==> src/rtl/dbtx_pkg.sv <==
package dbtx_pkg;
  localparam int DATA_W     = 8;
  localparam int MID_FACTOR = 16;
  localparam int MAX_FACTOR = 64;
  localparam int CNT_W      = $clog2(MAX_FACTOR) + 1;
  localparam int FRAME_W    = DATA_W + 4;             // start + data + parity + two stops
  localparam int NB_W       = $clog2(FRAME_W + 1);

  typedef struct packed {
    logic [FRAME_W-1:0] bits;       // bit 0 leaves first
    logic [NB_W-1:0]    nbits;
    logic [CNT_W-1:0]   slot_len;   // falling edges per bit
    logic               half_last;  // last stop bit is half length
  } frame_t;
endpackage

==> src/rtl/dbtx_clk_edge.sv <==
module dbtx_clk_edge #(
  parameter int STAGES = 2
) (
  input  logic clk_i,
  input  logic rst_ni,
  input  logic txc_i,
  output logic fall_o
);
  logic [STAGES:0] sh_q;

  always_ff @(posedge clk_i or negedge rst_ni) begin
    if (!rst_ni) sh_q <= '0;
    else         sh_q <= {sh_q[STAGES-1:0], txc_i};
  end

  assign fall_o = sh_q[STAGES] & ~sh_q[STAGES-1];
endmodule

==> src/rtl/dbtx_framer.sv <==
module dbtx_framer
  import dbtx_pkg::*;
(
  input  logic [DATA_W-1:0] data_i,
  input  logic [1:0]        char_len_i,
  input  logic              parity_en_i,
  input  logic              parity_even_i,
  input  logic              sync_mode_i,
  input  logic [1:0]        stop_sel_i,
  input  logic [1:0]        baud_sel_i,
  output frame_t            frame_o
);
  logic [DATA_W-1:0]  mask, masked;
  logic               par;
  logic [FRAME_W-1:0] word;
  int                 nd, off, pos, nstop;

  always_comb begin
    nd = 5 + int'(char_len_i);
    for (int i = 0; i < DATA_W; i++) mask[i] = (i < nd);
    masked = data_i & mask;
    par    = parity_even_i ? ^masked : ~(^masked);
    off    = sync_mode_i ? 0 : 1;
    word   = '1;
    word   = word & ~(FRAME_W'(mask) << off);
    word   = word | (FRAME_W'(masked) << off);
    if (!sync_mode_i) word[0] = 1'b0;
    pos = off + nd;
    if (parity_en_i) begin
      word = word & ~(FRAME_W'(1) << pos);
      word = word | (FRAME_W'(par) << pos);
      pos  = pos + 1;
    end
    nstop = sync_mode_i ? 0 : (stop_sel_i[1] ? 2 : 1);
    frame_o.bits      = word;
    frame_o.nbits     = NB_W'(pos + nstop);
    frame_o.half_last = !sync_mode_i && (stop_sel_i == 2'b10);
    if (sync_mode_i)              frame_o.slot_len = CNT_W'(1);
    else if (baud_sel_i == 2'b10) frame_o.slot_len = CNT_W'(MID_FACTOR);
    else if (baud_sel_i == 2'b11) frame_o.slot_len = CNT_W'(MAX_FACTOR);
    else                          frame_o.slot_len = CNT_W'(1);
  end
endmodule

==> src/rtl/dbtx_engine.sv <==
module dbtx_engine
  import dbtx_pkg::*;
(
  input  logic   clk_i,
  input  logic   rst_ni,
  input  logic   fall_i,
  input  logic   enable_i,
  input  logic   sync_mode_i,
  input  logic   sync_dual_i,
  input  logic   hold_full_i,
  input  frame_t data_frame_i,
  input  frame_t sync_frame_i,
  output logic   load_o,
  output logic   line_o,
  output logic   busy_o,
  output logic   filling_o,
  output logic   sync_sel_o
);
  logic               busy_q, half_q, filling_q, run_q, sel_q;
  logic [FRAME_W-1:0] shreg_q;
  logic [NB_W-1:0]    left_q;
  logic [CNT_W-1:0]   cnt_q, len_q, half_len, cur_len;
  logic               slot_end, free, go_data, go_sync;

  always_comb begin
    half_len = len_q >> 1;
    if (half_len == '0) half_len = CNT_W'(1);
    cur_len  = (half_q && left_q == '0) ? half_len : len_q;
  end

  assign slot_end = busy_q && (cnt_q == cur_len - CNT_W'(1));
  assign free     = !busy_q || (slot_end && left_q == '0);
  assign go_data  = fall_i && free && enable_i && hold_full_i;
  assign go_sync  = fall_i && free && enable_i && !hold_full_i && sync_mode_i && run_q;

  always_ff @(posedge clk_i or negedge rst_ni) begin
    if (!rst_ni) begin
      busy_q    <= 1'b0;
      shreg_q   <= '1;
      left_q    <= '0;
      cnt_q     <= '0;
      len_q     <= CNT_W'(1);
      half_q    <= 1'b0;
      filling_q <= 1'b0;
      run_q     <= 1'b0;
      sel_q     <= 1'b0;
    end else if (fall_i) begin
      if (go_data) begin
        shreg_q   <= data_frame_i.bits;
        left_q    <= data_frame_i.nbits - NB_W'(1);
        len_q     <= data_frame_i.slot_len;
        half_q    <= data_frame_i.half_last;
        cnt_q     <= '0;
        busy_q    <= 1'b1;
        filling_q <= 1'b0;
        run_q     <= sync_mode_i;
        sel_q     <= 1'b0;
      end else if (go_sync) begin
        shreg_q   <= sync_frame_i.bits;
        left_q    <= sync_frame_i.nbits - NB_W'(1);
        len_q     <= sync_frame_i.slot_len;
        half_q    <= 1'b0;
        cnt_q     <= '0;
        busy_q    <= 1'b1;
        filling_q <= 1'b1;
        sel_q     <= sync_dual_i ? ~sel_q : 1'b0;
      end else if (free) begin
        busy_q    <= 1'b0;
        filling_q <= 1'b0;
        run_q     <= 1'b0;
      end else if (slot_end) begin
        shreg_q <= {1'b1, shreg_q[FRAME_W-1:1]};
        left_q  <= left_q - NB_W'(1);
        cnt_q   <= '0;
      end else begin
        cnt_q <= cnt_q + CNT_W'(1);
      end
    end
  end

  assign load_o     = go_data;
  assign line_o     = busy_q ? shreg_q[0] : 1'b1;
  assign busy_o     = busy_q;
  assign filling_o  = filling_q;
  assign sync_sel_o = sel_q;

  assert_line_on_fall_R7: assert property (@(posedge clk_i) disable iff (!rst_ni)
    (line_o != $past(line_o)) |-> $past(fall_i));

  assert_slot_bound_R7: assert property (@(posedge clk_i) disable iff (!rst_ni)
    busy_q |-> (cnt_q < cur_len));

  assert_fill_on_empty_R4: assert property (@(posedge clk_i) disable iff (!rst_ni)
    $rose(filling_q) |-> !$past(hold_full_i));
endmodule

==> src/rtl/dbuf_serial_tx.sv <==
module dbuf_serial_tx
  import dbtx_pkg::*;
#(
  parameter int SYNC_STAGES = 2
) (
  input  logic              clk_i,
  input  logic              rst_ni,
  input  logic              txc_i,
  input  logic              sync_mode_i,
  input  logic [1:0]        char_len_i,
  input  logic              parity_en_i,
  input  logic              parity_even_i,
  input  logic [1:0]        stop_sel_i,
  input  logic [1:0]        baud_sel_i,
  input  logic              sync_dual_i,
  input  logic [DATA_W-1:0] sync_char1_i,
  input  logic [DATA_W-1:0] sync_char2_i,
  input  logic              tx_en_i,
  input  logic              cts_ni,
  input  logic              break_i,
  input  logic              wr_i,
  input  logic [DATA_W-1:0] wr_data_i,
  output logic              txd_o,
  output logic              txrdy_o,
  output logic              txrdy_stat_o,
  output logic              txempty_o
);
  logic              fall, load, line, busy, filling, sync_sel, enable;
  logic              hold_full_q;
  logic [DATA_W-1:0] hold_q, sync_char;
  frame_t            data_frame, sync_frame;

  assign enable    = tx_en_i & ~cts_ni;
  assign sync_char = sync_sel ? sync_char2_i : sync_char1_i;

  dbtx_clk_edge #(.STAGES(SYNC_STAGES)) u_edge (
    .clk_i(clk_i), .rst_ni(rst_ni), .txc_i(txc_i), .fall_o(fall)
  );

  dbtx_framer u_data_framer (
    .data_i(hold_q), .char_len_i(char_len_i), .parity_en_i(parity_en_i),
    .parity_even_i(parity_even_i), .sync_mode_i(sync_mode_i),
    .stop_sel_i(stop_sel_i), .baud_sel_i(baud_sel_i), .frame_o(data_frame)
  );

  dbtx_framer u_sync_framer (
    .data_i(sync_char), .char_len_i(char_len_i), .parity_en_i(parity_en_i),
    .parity_even_i(parity_even_i), .sync_mode_i(1'b1),
    .stop_sel_i(stop_sel_i), .baud_sel_i(baud_sel_i), .frame_o(sync_frame)
  );

  dbtx_engine u_engine (
    .clk_i(clk_i), .rst_ni(rst_ni), .fall_i(fall), .enable_i(enable),
    .sync_mode_i(sync_mode_i), .sync_dual_i(sync_dual_i),
    .hold_full_i(hold_full_q), .data_frame_i(data_frame),
    .sync_frame_i(sync_frame), .load_o(load), .line_o(line), .busy_o(busy),
    .filling_o(filling), .sync_sel_o(sync_sel)
  );

  // a write in the same cycle as a load refills the register
  always_ff @(posedge clk_i or negedge rst_ni) begin
    if (!rst_ni) begin
      hold_q      <= '0;
      hold_full_q <= 1'b0;
    end else if (wr_i) begin
      hold_q      <= wr_data_i;
      hold_full_q <= 1'b1;
    end else if (load) begin
      hold_full_q <= 1'b0;
    end
  end

  assign txrdy_stat_o = ~hold_full_q;
  assign txrdy_o      = ~hold_full_q & enable;
  assign txempty_o    = ~hold_full_q & (~busy | filling);
  assign txd_o        = break_i ? 1'b0 : line;

  assert_wr_clears_rdy_R1: assert property (@(posedge clk_i) disable iff (!rst_ni)
    wr_i |=> (!txrdy_stat_o && !txrdy_o));

  assert_wr_clears_empty_R3: assert property (@(posedge clk_i) disable iff (!rst_ni)
    wr_i |=> !txempty_o);

  assert_held_while_gated_R6: assert property (@(posedge clk_i) disable iff (!rst_ni)
    (!txrdy_stat_o && !(tx_en_i && !cts_ni)) |=> !txrdy_stat_o);
endmodule

==> config.mk <==
export PLATFORM = sky130hd
export DESIGN_NAME = dbuf_serial_tx
export DESIGN_NICKNAME = d
export VERILOG_FILES = /design/src/rtl/dbtx_pkg.sv /design/src/rtl/dbtx_clk_edge.sv /design/src/rtl/dbtx_framer.sv /design/src/rtl/dbtx_engine.sv /design/src/rtl/dbuf_serial_tx.sv
export SDC_FILE = /design/constraint.sdc
export NUM_CORES = 1
export LEC_CHECK = 0
export BUFFER_PORTS_ARGS = -buffer_cell sky130_fd_sc_hd__clkbuf_2
export CAP_MARGIN = 20
export CORE_MARGIN = 10
export CORE_UTILIZATION = 25
export DETAILED_ROUTE_END_ITERATION = 8
export PLACE_DENSITY_LB_ADDON = 0.1
export SYNTH_ARGS = -nofsm -noshare
export SYNTH_HDL_FRONTEND = slang
export SYNTH_SLANG_ARGS = --single-unit
==> constraint.sdc <==
create_clock -name clk_i -period 4.12 [get_ports clk_i]
set_input_delay 0.206 -clock clk_i [delete_from_list [all_inputs] [get_ports clk_i]]
set_output_delay 0.206 -clock clk_i [all_outputs]
set_load 0.005 [all_outputs]
==> metrics.yaml, run 1 <==
floorplanning:
  die_w_um: 136
  die_h_um: 136
  coreArea_sq_um: 13200
  start_util: 0.255
  die-area_sq_um: 18600
  std_cell_rows: 42
  io_pins: 45
critical_path:
  endpoint_kind: "flip-flop"
  rrSetupSlack_ps: 310
  path_max_fanout: 15
  cp.arrival_ps: 4010
  reg2regPathDepth: 15
  crit_required_ps: 4330
  critPathLaunchType: "flip-flop"
  regToRegEndpoint: "u_engine.left_q[1]"
  r2r_start: "u_engine.left_q[2]"
  criticalPathCategory: "flip-flop to flip-flop"
run_status:
  status: "finished clean"
routing:
  viasPerCell: 4.94
  drt-initial-drc-count: 149
  wl_per_cell_um: 17.1
  wl_um: 10200
  drcViolationCount: 0
  drtPass1Iterations: 4
  drtAntennaViolNets: 0
  num_vias: 2971
timing:
  hold_viol_final: 0
  setup_viol: 0
  worstMarginPinSlew_ps: 702
  period_share: 0.924
  tns_ps: 0
  drv_slew: 0
  rsz0062_at_grt: "false"
  slew_headroom: 0.529
  finalCriticalPeriod_ps: 3810
  fin_skew_ps: 7.11
  fmax_ghz: 0.263
synth:
  synth_cell_types: 60
  synth_commonest_cells: "34 x nand2_1, 32 x nor2_1, 30 x dfrtp_1"
  synth-async-reset-ratio: 1.00
  synth_top_area_frac: 0.222
  yosys_warnings: 0
  syn-instance-count: 380
  avgSynthCellArea_sq_um: 8.89
  yosysTopAreaCell: "dfrtp_1"
  syn_area_sq_um: 3380
  yosysSeqAreaShare: 0.323
  synth_edf_count: 0
  ys_seq_elements: 43
  syn_nets: 444
  yosysMostFrequentCell: "nand2_1"
  netlist_top_cells_area: "dfrtp_1 22%, dfstp_2 10%, ha_1 7.8%, xnor2_1 4.4%, mux2_2 4.3%"
  ys.flop_type: "dfrtp_1"
clock_network:
  cts_buffers: 5
  hold_buffers: 0
  clkSlewWorstSetupHoldPaths_ps: 70
  clockBufferDepth: 2
  post_cts_buffers: 0
  clock-sinks: 43
  cts-resized-gates: 0
  worstSkewPairLatency_ps: 290
  clockRootBuffer: "clkbuf_16"
  cts_tree: "built"
  h-tree-depth: 2
job:
  maxCapViolCount: 0
cells_and_area:
  area_growth_pct: 17.3
  post-route-util: 0.299
  fillCellCount: 1456
  antenna_cells: 0
  multiInputGateArea_sq_um: 2140
  drive_gt1_frac: 0.231
  register_area_sq_um: 1090
  fin_nets: 488
global_route:
  antenna_found_initial: 0
  grt_start_max_net_pins: 44
  grt_usage: 0.114
  grt_pass1_wl_um: 16900
  grt-ovfl-total: 0
  grt_pass1_vias: 3089
power:
  ir_drop_v: 0.000175
  p_leak_nw: 1.60
  power_density_nw_per_um2: 342
placed_design:
  port_buffers: 44
  finalWeightedCongestion: 0.872
  hpwl_um: 8170
hold_path:
  holdCritPathClass: "input pin to asynchronous set/reset pin"
==> worst max path at each step <==
stage,slack [ps],to,cells past startpoint,start
2_1_floorplan,620,u_engine.left_q[1],16,u_engine.left_q[2]
3_3_place_gp,450,u_engine.left_q[1],15,u_engine.left_q[2]
3_5_place_dp,320,u_engine.left_q[1],15,u_engine.left_q[2]
4_1_cts,300,u_engine.left_q[1],15,u_engine.left_q[2]
5_1_grt,40,u_engine.left_q[1],16,u_engine.left_q[2]
6_report,310,u_engine.left_q[1],15,u_engine.left_q[2]
==> layout make-up <==
class | count | area share
Clock buffer | 5 | 0.0316
Clock inverter | 3 | 0.00663
Inverter | 22 | 0.0208
Multi-Input combinational cell | 300 | 0.539
Sequential cell | 43 | 0.276
Tap cell | 176 | 0.0556
Timing Repair Buffer | 52 | 0.0707
==> metrics by stage <==
step	setup slack (ps)	area (sq um)	power (mW)	cells	hold slack (ps)
global route	39.8	3960	1.45	601	12.5
detailed placement	319	3810	0.943	593	318
CTS	301	3960	1.38	601	12.2
floorplan	617	3380	0.815	380	-89.6
finish	313	3960	1.35	601	7.25
global placement	455	3810	0.942	593	317
==> state kept, by name, summed over array words and instances (netlist names) <==
signal               cells
hold_full_q              1
hold_q                   8
u_edge.sh_q              3
u_engine.busy_o          1
u_engine.cnt_q           7
u_engine.filling_o       1
u_engine.half_q          1
u_engine.left_q          4
u_engine.len_q           3
u_engine.run_q           1
u_engine.shreg_q        12
u_engine.sync_sel_o      1
==> worst max-delay path, cell delays in order (launching register included) <==
cell,delay [ps]
dfrtp_1,440
or4_4,600
nor4b_4,300
nor2_1,70
ha_1,310
xor2_1,200
nor3b_1,200
a32o_1,230
a31o_4,300
nand2_2,170
a211oi_1,210
a21oi_1,70
ha_1,290
a21oi_1,110
a21oi_1,50
o21ai_0,160
==> layout by cell type (no fill, tap or decap), types with 3 or more instances in the layout <==
cell | netlist | final
o211ai_1 | 4 | 4
buf_4 | 0 | 8
xnor2_1 | 17 | 17
and2_1 | 6 | 6
nand2_1 | 34 | 34
o21ai_1 | 3 | 3
mux2_2 | 13 | 13
a32oi_1 | 4 | 4
or2_2 | 4 | 4
o31ai_1 | 11 | 11
ha_1 | 21 | 21
a22oi_1 | 3 | 3
o2111ai_1 | 3 | 3
o21ai_0 | 28 | 28
a211oi_1 | 3 | 3
inv_1 | 22 | 22
mux2i_1 | 10 | 10
a21o_1 | 3 | 3
nor2_1 | 32 | 32
inv_6 | 0 | 3
a21oi_1 | 20 | 20
nand2b_1 | 5 | 5
clkbuf_2 | 0 | 44
dfstp_2 | 13 | 13
a2bb2oi_1 | 3 | 3
a31oi_1 | 11 | 11
clkbuf_16 | 0 | 5
dfrtp_1 | 30 | 30
nand3_1 | 11 | 11
nor3_1 | 3 | 3
or3_1 | 4 | 4
xor2_1 | 7 | 7
==> power breakdown <==
group | internal, mW | switching [mW]
registers | 0.487 | 0.0691
clock network | 0.232 | 0.188
logic | 0.169 | 0.208
total | 0.888 | 0.466
==> cell families (layout without fill, tap and decap cells) <==
logic type	after synthesis	count (layout)	share of synthesized area
AOI/OAI and AO/OA	114	114	0.223
xor gates and xnor gates	25	25	0.0689
adders and majority gates	23	23	0.0896
buffers and inverters	37	82	0.0448
DFF	43	43	0.323
muxes	23	23	0.0729
and+or+nand+nor	115	115	0.177
==> per-layer routing <==
| layer | track usage | wire (um) | vias up |
|---|---|---|---|
| met5 | 0 | 0 | - |
| met4 | 0.0249 | 125 | 0 |
| met3 | 0.0218 | 440 | 11 |
| met2 | 0.173 | 4390 | 67 |
| met1 | 0.161 | 5290 | 1426 |
| li1 | - | - | 1467 |
(Power assumes the default switching activity.)
==> run 2, diff against run 1 <==
ABC_AREA = 1   (was default)
MAX_ROUTING_LAYER = met4   (was default)
==> run 2 against run 1 <==
Against the previous run:
- the flow now finishes with violations (hold timing)
- worst setup slack gained 520 ps
- power shrank 9.8%
- first-iteration DRC count up 56%
- clock-buffer cell count unchanged
- register-to-register slack better by 520 ps
- sequential share of layout area fell by 0.061 points
- final cell count up 16%
- maximum frequency increased by 16%
- non-clock buffer count shrank 6
- via count is 6.7% higher
- largest cell class unchanged
- largest power group unchanged
==> metrics.yaml, run 2 <==
routing:
  drt-initial-drc-count: 233  # +56%
  wl_um: 10300  # about the same
  drtAntennaViolNets: 0  # unchanged
  wl_per_cell_um: 14.7  # -14%
  drcViolationCount: 0  # unchanged
  drtPass1Iterations: 4  # unchanged
  viasPerCell: 4.55  # -7.9%
  num_vias: 3170  # +6.7%
clock_network:
  worstSkewPairLatency_ps: 290  # about the same
  cts_tree: "built"
  cts-resized-gates: 0  # unchanged
  clock-sinks: 43  # unchanged
  hold_buffers: 0  # unchanged
  clockBufferDepth: 2  # unchanged
  h-tree-depth: 2  # unchanged
  cts_buffers: 5  # unchanged
  post_cts_buffers: 0  # unchanged
  clkSlewWorstSetupHoldPaths_ps: 60  # about the same
  clockRootBuffer: "clkbuf_16"
cells_and_area:
  fin_nets: 583  # +19%
  final_cell_mix: "133 x nand2_1, 54 x inv_1, 47 x nand3_1, 44 x clkbuf_2, 38 x o21ai_0"
  fin_cells: 696  # +16%
  fillCellCount: 1496  # +2.7%
  largest_register_ffs: 12  # unchanged
  antenna_cells: 0  # unchanged
  drive_gt1_frac: 0.175  # -0.0556
  post-route-util: 0.298  # -0.00170
  area_growth_pct: 15.8
  top_regs: "u_engine.shreg_q: 12 flops, hold_q: 8 flops, u_engine.cnt_q: 7 flops"
  final_common_cell: "nand2_1"
  largest-register: "u_engine.shreg_q"
synth:
  ys_seq_elements: 43  # unchanged
  synth_commonest_cells: "133 x nand2_1, 54 x inv_1, 47 x nand3_1"
  netlist_top_cells_area: "dfrtp_1 22%, nand2_1 15%, dfstp_2 10%, ha_1 7.7%, nand3_1 6.9%"
  synth_edf_count: 0  # unchanged
  synth_top_area_frac: 0.219  # -0.00324
  syn_area_sq_um: 3430  # +1.5%
  yosysSeqAreaShare: 0.318  # -0.00472
  syn-instance-count: 480  # +26%
  avgSynthCellArea_sq_um: 7.14  # -20%
  yosysTopAreaCell: "dfrtp_1"
  syn_nets: 544  # +23%
  synth_cell_types: 41  # -32%
  ys.flop_type: "dfrtp_1"
  yosysMostFrequentCell: "nand2_1"
  yosys_warnings: 0  # unchanged
  synth-async-reset-ratio: 1.00  # unchanged
critical_path:
  cpPeakStageDelay_ps: 390  # -210 ps
  cp.arrival_ps: 3500  # -510 ps
  criticalPathCategory: "flip-flop to flip-flop"
  crit_required_ps: 4340  # about the same
  reg2regPathDepth: 21  # +6
  r2r_start: "u_engine.left_q[0]"
  path_max_fanout: 19  # +4
  regToRegEndpoint: "u_engine.shreg_q[10]"
  worstPathCellList: "nor2_2, nand3_2, nand2_1, nand2_1, inv_1, ha_1, a21oi_1, o21ai_1, a21oi_1, nand3_1, nor2_2, nand3_2, nand2_2, nand2_2, clkinv_2, nand3_4, nand3_4, nand2_4, clkinv_4, nor2_1, a31oi_1"
  crit_slowest_cell: "dfrtp_1"
  rrSetupSlack_ps: 840  # +520 ps
  critPathLaunchType: "flip-flop"
  endpoint_kind: "flip-flop"
floorplanning:
  coreArea_sq_um: 13300  # +0.79%
  io_pins: 45  # unchanged
  die_h_um: 137  # +0.63%
  std_cell_rows: 42  # unchanged
  start_util: 0.257  # +0.00174
  die_w_um: 137  # +0.63%
  die-area_sq_um: 18800  # +1.3%
run_status:
  violations: "hold timing"
  status: "finished, violations left"
global_route:
  grt_pass1_vias: 3213  # +4.0%
  grt_start_max_net_pins: 44  # unchanged
  grt_pass1_wl_um: 16900  # about the same
  grt_usage: 0.117  # +0.00355
  grt-ovfl-total: 0  # unchanged
  antenna_found_initial: 0  # unchanged
timing:
  fmax_ghz: 0.304  # +16%
  hold_viol_final: 7  # +7
  finalCriticalPeriod_ps: 3280  # -522 ps
  setup_ws_ps: 835  # +522 ps
  drv_slew: 0  # unchanged
  tns_ps: 0  # unchanged
  worstMarginPinSlew_ps: 599  # -102 ps
  fin_skew_ps: 4.98  # -2.12 ps
  period_share: 0.797  # -0.127
  setup_viol: 0  # unchanged
  holdWs_ps: -16.0  # -23.3 ps
  rsz0062_at_grt: "false"
  slew_headroom: 0.600  # +0.0714
power:
  ir_drop_v: 0.000151  # -14%
  p_leak_nw: 1.97  # +23%
  power_density_nw_per_um2: 308  # -10%
job:
  maxCapViolCount: 0  # unchanged
placed_design:
  finalWeightedCongestion: 0.836  # -4.1%
  port_buffers: 44  # unchanged
  post-place-ws_ps: 702  # +383 ps
  dp.cells: 688  # +16%
  hpwl_um: 8090  # -0.93%
hold_path:
  holdCritPathClass: "input pin to asynchronous set/reset pin"
==> run 2: power breakdown <==
group	switching [mW]	internal, mW
sequential	0.0308	0.450
combinational	0.173	0.107
clock	0.174	0.286
total	0.378	0.844
==> run 2: per-layer routing <==
metal,share of wire,global-route usage
met5,0,-
met4,0.012,0.0281
met3,0.043,0.0205
met2,0.46,0.179
met1,0.49,0.157
==> run 2: cells by family (layout without fill, tap and decap cells) <==
family	Yosys count	after routing	share of synthesized area
buffers and inverters	75	115	0.0941
AOI/OAI and AO/OA	73	73	0.117
xor gates and xnor gates	21	21	0.0536
DFF	43	43	0.318
adders and majority gates	23	23	0.0883
and+or+nand+nor	245	245	0.328
==> run 2: metrics by stage <==
| stage | hold slack (ps) | power, mW | cell area [sq um] |
|---|---|---|---|
| after floorplan | -89.6 | 0.675 | 3430 |
| after global placement | 334 | 0.778 | 3800 |
| after CTS | 13.4 | 1.24 | 3970 |
| after detailed placement | 320 | 0.771 | 3800 |
| after global routing | 5.14 | 1.30 | 3970 |
| final | -16.0 | 1.22 | 3970 |
==> run 2: area by class of cell <==
class / instances / area, sq um / share of cell area
clock buffer: 5 / 125 / 0.0315
clock inverter: 3 / 43.8 / 0.0110
inverter: 61 / 240 / 0.0605
multi-input combinational: 362 / 2010 / 0.507
sequential: 43 / 1090 / 0.275
tap: 176 / 220 / 0.0555
timing repair buffer: 46 / 235 / 0.0592
==> run 2: worst max path at each step <==
stage                             from                   end  slack, ps  cells after the start
global placement           sync_mode_i    u_engine.left_q[2]        710                     15
detailed placement         sync_mode_i    u_engine.left_q[2]        700                     15
finish              u_engine.left_q[0]  u_engine.shreg_q[10]        840                     21
floorplan                  sync_mode_i    u_engine.left_q[3]       1080                     14
global route        u_engine.left_q[3]  u_engine.shreg_q[10]        410                     21
CTS                 u_engine.left_q[0]  u_engine.shreg_q[10]        800                     21
==> run 2: critical path: cells and delay by family (launching register included) <==
family                   cells  cell delay [ps]
AND/OR/NAND/NOR             13             1790
adder cells (fa/ha/maj)      1              230
AO/OA/AOI/OAI                4              440
flip-flops                   1              390
buffers and inverters        3              340
==> run 3, diff against run 2 <==
ABC_AREA = 0   (was 1)
clock period = 3.1 ns   (was 4.12 ns; I/O delays follow)
==> run 3 against run 2 <==
Against the previous run:
- the flow finishes with violations (setup timing)
- via count rose by 0.98%
- first-iteration DRC count decreased by 35%
- cell area increased by 16%
- combinational power increased by 120%
- critical path depth shrank 10
- worst setup slack worse by 1000 ps
- largest cell class unchanged
==> metrics.yaml, run 3 (synthesis results as in run 1) <==
timing:
  fin_skew_ps: 5.43  # +0.447 ps
  setup_ws_ps: -196  # -1030 ps
  fmax_ghz: 0.303  # -0.33%
  setup_viol: 19  # +19
  hold_viol_final: 0  # -7
  period_share: 1.06  # +0.266
  slew_headroom: 0.357  # -0.243
  holdWs_ps: 9.28  # +25.3 ps
  tns_ps: -1680  # -1680 ps
  finalCriticalPeriod_ps: 3300  # +11.0 ps
  worstMarginPinSlew_ps: 965  # +365 ps
  rsz0062_at_grt: "true"
  drv_slew: 0  # unchanged
floorplanning:
  std_cell_rows: 42  # unchanged
  die_h_um: 136  # -0.63%
  die-area_sq_um: 18600  # -1.3%
  die_w_um: 136  # -0.63%
  coreArea_sq_um: 13200  # -0.79%
  start_util: 0.255  # -0.00174
  io_pins: 45  # unchanged
routing:
  wl_um: 11100  # +8.6%
  wl_per_cell_um: 17.0  # +16%
  drt-initial-drc-count: 151  # -35%
  drtPass1Iterations: 4  # unchanged
  drcViolationCount: 0  # unchanged
  drtAntennaViolNets: 0  # unchanged
  viasPerCell: 4.89  # +7.5%
  num_vias: 3201  # +0.98%
placed_design:
  post-place-ws_ps: -186  # -888 ps
  finalWeightedCongestion: 0.884  # +5.7%
  hpwl_um: 8820  # +9.1%
  place_area_sq_um: 4190  # +10%
  dp.cells: 636  # -7.6%
  port_buffers: 44  # unchanged
global_route:
  antenna_found_initial: 0  # unchanged
  grt_usage: 0.123  # +0.00569
  grt_pass1_wl_um: 17400  # +2.9%
  grt_start_max_net_pins: 36  # -18%
  grt-ovfl-total: 0  # unchanged
  grt_pass1_vias: 3150  # -2.0%
critical_path:
  endpoint_kind: "flip-flop"
  criticalPathCategory: "flip-flop to flip-flop"
  cp.arrival_ps: 3510  # about the same
  path_max_fanout: 7  # -12
  crit_required_ps: 3320  # -1020 ps
  critPathLaunchType: "flip-flop"
clock_network:
  worstSkewPairLatency_ps: 290  # about the same
  cts_buffers: 5  # unchanged
  clock-sinks: 43  # unchanged
  clockRootBuffer: "clkbuf_16"
  h-tree-depth: 2  # unchanged
  clockBufferDepth: 2  # unchanged
  clkSlewWorstSetupHoldPaths_ps: 60  # about the same
  cts_tree: "built"
power:
  p_leak_nw: 1.93  # -1.9%
  ir_drop_v: 0.000230  # +53%
  total_power_mw: 1.97  # +61%
  power_density_nw_per_um2: 428  # +39%
cells_and_area:
  drive_gt1_frac: 0.383  # +0.208
  multiInputGateArea_sq_um: 2310  # +15%
  final_common_cell: "buf_4"
  antenna_cells: 0  # unchanged
  fin_nets: 541  # -7.2%
  post-route-util: 0.348  # +0.0500
  fin_area_sq_um: 4600  # +16%
  register_area_sq_um: 1090  # unchanged
  final_cell_mix: "51 x buf_4, 44 x clkbuf_2, 32 x nand2_1, 30 x dfrtp_1, 29 x nor2_1"
  area_growth_pct: 36.2
  largest_register_ffs: 12  # unchanged
  fin_cells: 654  # -6.0%
  fillCellCount: 1407  # -5.9%
  largest-register: "u_engine.shreg_q"
  top_regs: "u_engine.shreg_q: 12 flops, hold_q: 8 flops, u_engine.cnt_q: 7 flops"
hold_path:
  holdCritPathClass: "input pin to asynchronous set/reset pin"
job:
  maxCapViolCount: 0  # unchanged
run_status:
  status: "finished, violations left"
  violations: "setup timing"
[run 3: critical path, stage by stage (launching register included)]
cell,delay (ps)
dfrtp_1,380
or4_4,550
nor4b_4,240
nor2_1,70
ha_1,300
xor2_1,170
nor3b_2,160
a32o_2,270
a31o_4,270
a21o_4,230
or4_4,420
a21oi_2,160
[run 3: power by group]
group / total (mW) / switching (mW) / internal, mW
Clock: 0.619 / 0.238 / 0.380
Sequential: 0.741 / 0.0931 / 0.648
Combinational: 0.610 / 0.323 / 0.288
[run 3: repair_timing]
item	4_1_cts	5_1_grt
hold buffers	1	0
endpoints found under the hold margin	1	0
endpoints found under the setup margin	27	31
pin swaps	8	12
resized for setup	22	27
buffers inserted	4	5
[run 3: worst paths after layout]
path / start / to / slack, ps / cells past startpoint
worst max-delay path: u_engine.left_q[3] / u_engine.cnt_q[6] / -200 / 11
worst min-delay path: rst_ni / u_edge.sh_q[2] / 9 / 1
worst max register to register: u_engine.left_q[3] / u_engine.cnt_q[6] / -200 / 11
worst min register to register: u_edge.sh_q[0] / u_edge.sh_q[1] / 350 / 0
max in group asynchronous: rst_ni / u_engine.shreg_q[0] / 2320 / 2
min in group clk_i: stop_sel_i[0] / u_engine.half_q / 50 / 2
[run 3: layer usage]
layer  routed length [um]  GRT usage  part of all wire  up-vias
met5                    0          -                 0        -
met4                   89     0.0278            0.0080        0
met3                  475     0.0247             0.043        8
met2                 4860      0.179              0.44       67
met1                 5710      0.171              0.51     1544
li1                     -          -                 -     1582
[run 3: cell type report]
class / instances / area share
clock buffers: 5 / 0.0272
clock inverters: 3 / 0.00952
flip-flops and latches: 43 / 0.237
multi-input cells: 300 / 0.502
repair buffers: 105 / 0.158
well taps: 176 / 0.0479
inverters: 22 / 0.0179
